File: src/rtl/strm_sel_pkg.sv
package strm_sel_pkg;

    localparam int SEL_DATA_W = 8;

    typedef enum logic [1:0] {
        PH_CTRL  = 2'd0,
        PH_TRUE  = 2'd1,
        PH_FALSE = 2'd2
    } phase_e;

    typedef struct packed {
        logic ctl;
        logic tru;
        logic fls;
    } fire_t;

    function automatic phase_e phase_after_ctrl(input logic sel_bit);
        return sel_bit ? PH_TRUE : PH_FALSE;
    endfunction

    function automatic logic out_has_space(input logic held, input logic taken);
        return !held || taken;
    endfunction

endpackage

File: src/rtl/sel_fire_fsm.sv
module sel_fire_fsm
    import strm_sel_pkg::*;
(
    input  logic   clk,
    input  logic   rst,
    input  logic   ctl_valid,
    input  logic   ctl_bit,
    input  logic   t_valid,
    input  logic   f_valid,
    input  logic   out_space,
    output logic   ctl_rdy,
    output logic   t_rdy,
    output logic   f_rdy,
    output fire_t  fire
);

    phase_e phase_q;
    phase_e phase_d;

    always_comb begin
        ctl_rdy = (phase_q == PH_CTRL);
        t_rdy   = (phase_q == PH_TRUE)  && out_space;
        f_rdy   = (phase_q == PH_FALSE) && out_space;
        fire.ctl = ctl_rdy && ctl_valid;
        fire.tru = t_rdy && t_valid;
        fire.fls = f_rdy && f_valid;
    end

    always_comb begin
        phase_d = phase_q;
        case (phase_q)
            PH_CTRL:  if (fire.ctl) phase_d = phase_after_ctrl(ctl_bit);
            PH_TRUE:  if (fire.tru) phase_d = PH_CTRL;
            PH_FALSE: if (fire.fls) phase_d = PH_CTRL;
            default:  phase_d = PH_CTRL;
        endcase
    end

    always_ff @(posedge clk) begin
        if (rst) phase_q <= PH_CTRL;
        else     phase_q <= phase_d;
    end

endmodule

File: src/rtl/sel_src_mux.sv
module sel_src_mux
    import strm_sel_pkg::*;
#(
    parameter int W = SEL_DATA_W
) (
    input  fire_t          fire,
    input  logic [W-1:0]   t_data,
    input  logic [W-1:0]   f_data,
    output logic           load,
    output logic [W-1:0]   dout
);

    always_comb begin
        load = fire.tru || fire.fls;
        dout = fire.tru ? t_data : f_data;
    end

endmodule

File: src/rtl/sel_out_stage.sv
module sel_out_stage
    import strm_sel_pkg::*;
#(
    parameter int W = SEL_DATA_W
) (
    input  logic           clk,
    input  logic           rst,
    input  logic           load,
    input  logic [W-1:0]   din,
    input  logic           taken,
    output logic           held,
    output logic [W-1:0]   dout,
    output logic           space
);

    assign space = out_has_space(held, taken);

    always_ff @(posedge clk) begin
        if (rst) begin
            held <= 1'b0;
            dout <= '0;
        end else if (load) begin
            held <= 1'b1;
            dout <= din;
        end else if (taken) begin
            held <= 1'b0;
        end
    end

endmodule

File: src/rtl/strm_select.sv
module strm_select
    import strm_sel_pkg::*;
#(
    parameter int DATA_W = SEL_DATA_W
) (
    input  logic              clk,
    input  logic              rst,
    input  logic              ctl_valid,
    output logic              ctl_ready,
    input  logic              ctl_data,
    input  logic              tdat_valid,
    output logic              tdat_ready,
    input  logic [DATA_W-1:0] tdat_data,
    input  logic              fdat_valid,
    output logic              fdat_ready,
    input  logic [DATA_W-1:0] fdat_data,
    output logic              out_valid,
    input  logic              out_ready,
    output logic [DATA_W-1:0] out_data
);

    fire_t             fire;
    logic              space;
    logic              load;
    logic [DATA_W-1:0] load_data;

    sel_fire_fsm u_fsm (
        .clk       (clk),
        .rst       (rst),
        .ctl_valid (ctl_valid),
        .ctl_bit   (ctl_data),
        .t_valid   (tdat_valid),
        .f_valid   (fdat_valid),
        .out_space (space),
        .ctl_rdy   (ctl_ready),
        .t_rdy     (tdat_ready),
        .f_rdy     (fdat_ready),
        .fire      (fire)
    );

    sel_src_mux #(.W(DATA_W)) u_mux (
        .fire   (fire),
        .t_data (tdat_data),
        .f_data (fdat_data),
        .load   (load),
        .dout   (load_data)
    );

    sel_out_stage #(.W(DATA_W)) u_out (
        .clk   (clk),
        .rst   (rst),
        .load  (load),
        .din   (load_data),
        .taken (out_ready),
        .held  (out_valid),
        .dout  (out_data),
        .space (space)
    );

endmodule

File: config.mk
export PLATFORM = sky130hd
export DESIGN_NAME = strm_select
export DESIGN_NICKNAME = d
export VERILOG_FILES = /design/src/rtl/strm_sel_pkg.sv /design/src/rtl/sel_fire_fsm.sv /design/src/rtl/sel_src_mux.sv /design/src/rtl/sel_out_stage.sv /design/src/rtl/strm_select.sv
export SDC_FILE = /design/constraint.sdc
export NUM_CORES = 1
export LEC_CHECK = 0
export BUFFER_PORTS_ARGS = -buffer_cell sky130_fd_sc_hd__buf_4
export CORE_MARGIN = 5
export CORE_UTILIZATION = 44
export CTS_CLUSTER_DIAMETER = 50
export CTS_CLUSTER_SIZE = 24
export DETAILED_ROUTE_END_ITERATION = 12
export PLACE_DENSITY = 0.83
export SLEW_MARGIN = 0
export SYNTH_ARGS = -nofsm -noshare
export SYNTH_HDL_FRONTEND = slang
export SYNTH_SLANG_ARGS = --single-unit
File: constraint.sdc
create_clock -name clk -period 2.2 [get_ports clk]
set_input_delay 0 -clock clk [delete_from_list [all_inputs] [get_ports clk]]
set_output_delay 0 -clock clk [all_outputs]
set_load 0.01 [all_outputs]
==> metrics, run 1 <==
maximum VDD drop 0.347 mV; RSZ-0062 raised after global routing no; worst path required time 2.38 ns; drt wl/cell 12.5 microns; Worst Path Max Fanout 9; outcome completed; setup TNS 0 ns; skew final 0.00393 ns; final wirelength 1340 microns; # Max-Cap Violations 0; hold bufs inserted after CTS 1; crit path DAT 1.83 ns; CTS Buf Count 3; most frequent cells after synthesis dfxtp_1, nor2_1, mux2i_1; proportion of netlist area held by the largest area contributor 0.378; synth unique cells 19; largest delay contributor family on the critical path simple AND/OR/NAND/NOR gates; 1st-pass router iterations 3; Final Cycle Share 0.749; sequential share of the synthesized area 0.378; dominant cell type by area after synthesis dfxtp_1; Worst Setup Start Kind flip-flop; width of the die 46.4 microns; final hold violations 0; Buf/Inv on CP 0; Initial Utilization 0.459; TritonCTS clock tree done; largest net degree at the start of global routing 17; Worst Setup End Kind flip-flop; Core Rows 13; Ant. Diodes 0; Clock Latency Late Sink 0.27 ns; via/cell ratio 5.12; DRT iter0 DRCs 3; Rel. slew slack 0.612; FILL cells 104; H-tree levels 1; dpl hpwl 1060 microns; Residual DRC 0; total die area 2150 sq um; post-synthesis cell area 582 sq um; syn_nets 81; Cell Chain, Critical Path nand4b_1, mux2i_1, a211oi_1; critical path's largest stage delay 0.53 ns; EDFF count, synth 0; Clock Sinks 11; Highest Clock Rate 0.607 GHz; Synth Warn # 0; share of synthesized registers carrying an async set or reset 0; clock buffer depth 2; IO Count 35; hold crit path type in -> reg; # Post-CTS Setup Buffers 0; Pwr Density 575 nW/um^2; clock-pin slew on the worst setup and hold paths 0.07 ns; chip height 46.4 microns; Post-CTS Resized 0; Slew Viols, Final 0; Antenna Nets Post-Route 0; Vias 548; share of layout cells above drive strength 1 0.457; grt ovf 0; measured slew at the worst slew-check pin 0.580 ns; Core ar. 1270 sq um; Setup CP Type reg -> reg; post-synthesis cell count 58; initial antenna violation count 0; slowest CP cell nand4b_1; first-pass GRT wire length 2180 microns; minimum clock period 1.65 ns; # port buffers 34; Lkg Pwr 0.442 nW; Area contributors post-synth dfxtp_1, mux2i_1, a211oi_1, nor2_1, nand3b_4; Syn Area/Cell 10.0 sq um; Synth Flop Type dfxtp_1; WHS 0.0291 ns; Tot GR Track Use 0.147; Layout Nets 116; FF+latch count, synth 11; CTS Root Buffer Type clkbuf_4; number of global-route vias before repair 545; # setup viols final 0; P&R area growth vs syn 46.2%; routability cong. 0.748
==> worst register-to-register path, delay by kind of cell (launching register included) <==
kind               cells  cell delay, ns
AOI/OAI and AO/OA      1            0.26
DFF                    1            0.52
muxes                  1            0.25
and+or+nand+nor        1            0.53
==> area by class of cell <==
cell class / count / area, sq um / area share
Tap cell: 15 / 18.8 / 0.0221
Multi-Input combinational cell: 42 / 320 / 0.376
Sequential cell: 11 / 220 / 0.259
Clock buffer: 4 / 26.3 / 0.0309
Timing Repair Buffer: 35 / 265 / 0.312
==> final timing paths <==
check	from	end	slack (ns)	depth (start not counted)
max reg2reg	u_fsm.phase_q[0]	u_out.dout[5]	0.55	3
min reg2reg	u_out.dout[2]	u_out.dout[2]	0.50	2
max	u_fsm.phase_q[0]	u_out.dout[5]	0.55	3
min	ctl_valid	u_fsm.phase_q[1]	0.03	3
==> cells by family (layout without fill, tap and decap cells) <==
logic type             after synthesis  count (layout)  synth area share
and+or+nand+nor                     22              22             0.232
DFF                                 11              11             0.378
AOI/OAI and AO/OA                   12              12             0.181
muxes                                8               8             0.138
buffers and inverters                5              39            0.0710
==> sequential cells by signal, indices dropped and copies added, names as in the netlist <==
| register | count |
|---|---|
| u_fsm.phase_q | 2 |
| u_out.dout | 8 |
| u_out.held | 1 |
==> power by group <==
group | leakage [nW] | switching, W | internal [W] | total, W
Combinational | 0.337 | 0.0000524 | 0.0000732 | 0.000126
Sequential | 0.0899 | 0.0000131 | 0.000214 | 0.000228
Clock | 0.0150 | 0.0000660 | 0.0000702 | 0.000136
Total | 0.442 | 0.000132 | 0.000358 | 0.000489
==> layer usage <==
layer  vias to the layer above  track usage  wire length [microns]
li1                        276            -                      -
met1                       243        0.159                    515
met2                        25        0.247                    651
met3                         4       0.0352                    147
met4                         0        0.102                     26
met5                         -            0                      0
==> placed cells by master (no fill, tap or decap), drive strengths merged <==
cell type     n
nand4b        1
nand2         2
a22oi         1
dlygate4sd3   1
nand2b        1
clkbuf        4
nor2         11
buf          34
nor3          2
a21oi         2
nor2b         1
nand3b        2
mux2i         8
a211oi        8
nor3b         2
a31oi         1
dfxtp        11
==> metrics by stage <==
step	area, sq um	total power, W	std cells	utilization	setup WS [ns]
2_1_floorplan	582	0.000299	58	-	0.967
3_3_place_gp	815	0.000355	102	0.642	0.611
3_5_place_dp	815	0.000358	102	0.642	0.533
4_1_cts	851	0.000496	107	0.671	0.511
5_1_grt	851	0.000521	107	0.671	0.377
6_report	851	0.000489	107	0.671	0.552
Note: power is estimated with default switching activity, not from simulation.
==> inputs of run 2 (changes only) <==
CORE_UTILIZATION = 41   (was 44)
PLACE_DENSITY = 0.78   (was 0.83)
clock period = 1.6 ns   (was 2.2 ns; I/O delays follow)
==> metrics, run 2 (synthesis results as in run 1) <==
Slew Viols, Final 0 (unchanged); most common cell after layout, fill and taps aside buf_4; dpl hpwl 1080 microns (+1.5%); Worst Setup End Kind flip-flop; Rel. slew slack 0.727 (+0.116); Stages on worst setup path 4 (+1); skew final 0.00370 ns (-0.000234 ns); Worst Setup Start Kind flip-flop; Worst Path Max Fanout 16 (+7); largest delay contributor family on the critical path compound AO/OA/AOI/OAI gates; IO Count 35 (unchanged); total die area 2270 sq um (+5.7%); top flop regs u_out.dout (8), u_fsm.phase_q (2), u_out.held (1); final hold violations 0 (unchanged); outcome completed; 1st-pass router iterations 2 (-1); hold path cells 3 (unchanged); minimum clock period 1.43 ns (-0.221 ns); via/cell ratio 5.04 (-1.6%); Clock Sinks 11 (unchanged); Pwr Density 774 nW/um^2 (+35%); maximum VDD drop 0.431 mV (+24%); Core ar. 1320 sq um (+3.8%); Layout Nets 117 (+0.86%); Lkg Pwr 0.446 nW (+0.96%); CTS Root Buffer Type clkbuf_4; Final Cycle Share 0.892 (+0.143); # port buffers 34 (unchanged); overall power 0.000665 W (+36%); measured slew at the worst slew-check pin 0.408 ns (-0.171 ns); width of the die 47.7 microns (+2.8%); Tot GR Track Use 0.132 (-0.0148); FF-to-FF path depth 4 (+1); first-pass GRT wire length 2130 microns (-2.2%); # setup viols final 0 (unchanged); Antenna Nets Post-Route 0 (unchanged); Setup CP Type reg -> reg; H-tree levels 1 (unchanged); drt wl/cell 12.1 microns (-3.7%); crit path DAT 1.59 ns (-0.24 ns); Highest Clock Rate 0.701 GHz (+16%); Post-CTS Resized 0 (unchanged); # Max-Cap Violations 0 (unchanged); Cell Chain, Critical Path nand3b_4, a21oi_4, nor2_1, a211oi_1; critical path's largest stage delay 0.52 ns (about the same); Ant. Diodes 0 (unchanged); largest net degree at the start of global routing 17 (unchanged); slowest CP cell dfxtp_1; hold crit path type in -> reg; setup TNS 0 ns (unchanged); Residual DRC 0 (unchanged); final wirelength 1300 microns (-2.8%); Util after Layout 0.651 (-0.0191); share of layout cells above drive strength 1 0.462 (+0.00584); max reg flops 8 (unchanged); CTS Buf Count 3 (unchanged); highest-count cells in the layout ignoring fill and taps buf_4, nor2_1, dfxtp_1; routability cong. 0.766 (+2.3%); number of global-route vias before repair 521 (-4.4%); P&R area growth vs syn 47.5%; RSZ-0062 raised after global routing no; Core Rows 13 (unchanged); DRT iter0 DRCs 2 (-1); Initial Utilization 0.442 (-0.0170); clock buffer depth 2 (unchanged); TritonCTS clock tree done; initial antenna violation count 0 (unchanged); Buf/Inv on CP 0 (unchanged); chip height 47.7 microns (+2.8%); Vias 544 (-0.73%); Clock Latency Late Sink 0.26 ns (about the same); Most flops, register u_out.dout; worst path required time 1.77 ns (-0.61 ns); clock-pin slew on the worst setup and hold paths 0.07 ns (about the same); grt ovf 0 (unchanged)
==> run 2: changes by cell type in the layout (fill, tap and decap cells not counted) <==
cell,before,now
buf_4,34,35
==> run 2: path summary, 6_finish.rpt <==
kind	startpoint	end	slack (ns)
min	ctl_valid	u_fsm.phase_q[1]	0.05
min reg2reg	u_out.dout[7]	u_out.dout[7]	0.50
max	u_fsm.phase_q[0]	u_out.dout[6]	0.17
max reg2reg	u_fsm.phase_q[0]	u_out.dout[6]	0.17
==> run 2: area by class of cell <==
type                    count  area [sq um]
clock buffers               4          26.3
well taps                  15          18.8
repair buffers             36           273
multi-input cells          42           320
flip-flops and latches     11           220
fillers                   109           459
==> run 2: through the flow <==
step	hold WS (ns)	worst slack [ns]	instance area [sq um]	instances
after floorplan	0.0728	0.367	582	58
after global placement	0.262	0.247	822	103
after detailed placement	0.268	0.165	822	103
after CTS	0.0546	0.147	858	108
after global routing	0.0584	0.00251	858	108
final	0.0457	0.173	858	108
==> run 2: metal layers <==
metal | vias to the layer above | share of wire | track usage
li1 | 282 | - | -
met1 | 233 | 0.40 | 0.144
met2 | 27 | 0.47 | 0.233
met3 | 2 | 0.12 | 0.0489
met4 | 0 | 0.0061 | 0.0484
met5 | - | 0 | 0
==> run 2: what timing repair did <==
action                    4_1_cts  5_1_grt
hold buffers                    1        0
hold endpoints to repair        2        0
buffers inserted                0        0
==> run 2: worst min-delay path, cell delays in order <==
cell	delay [ns]
buf_4	0.08
a22oi_1	0.06
nor3_1	0.12
==> run 2: where the power goes <==
part | internal, W | switching (W) | leakage [nW]
Sequential | 0.000295 | 0.0000184 | 0.0899
Clock | 0.0000961 | 0.0000822 | 0.0150
Combinational | 0.000102 | 0.0000714 | 0.341
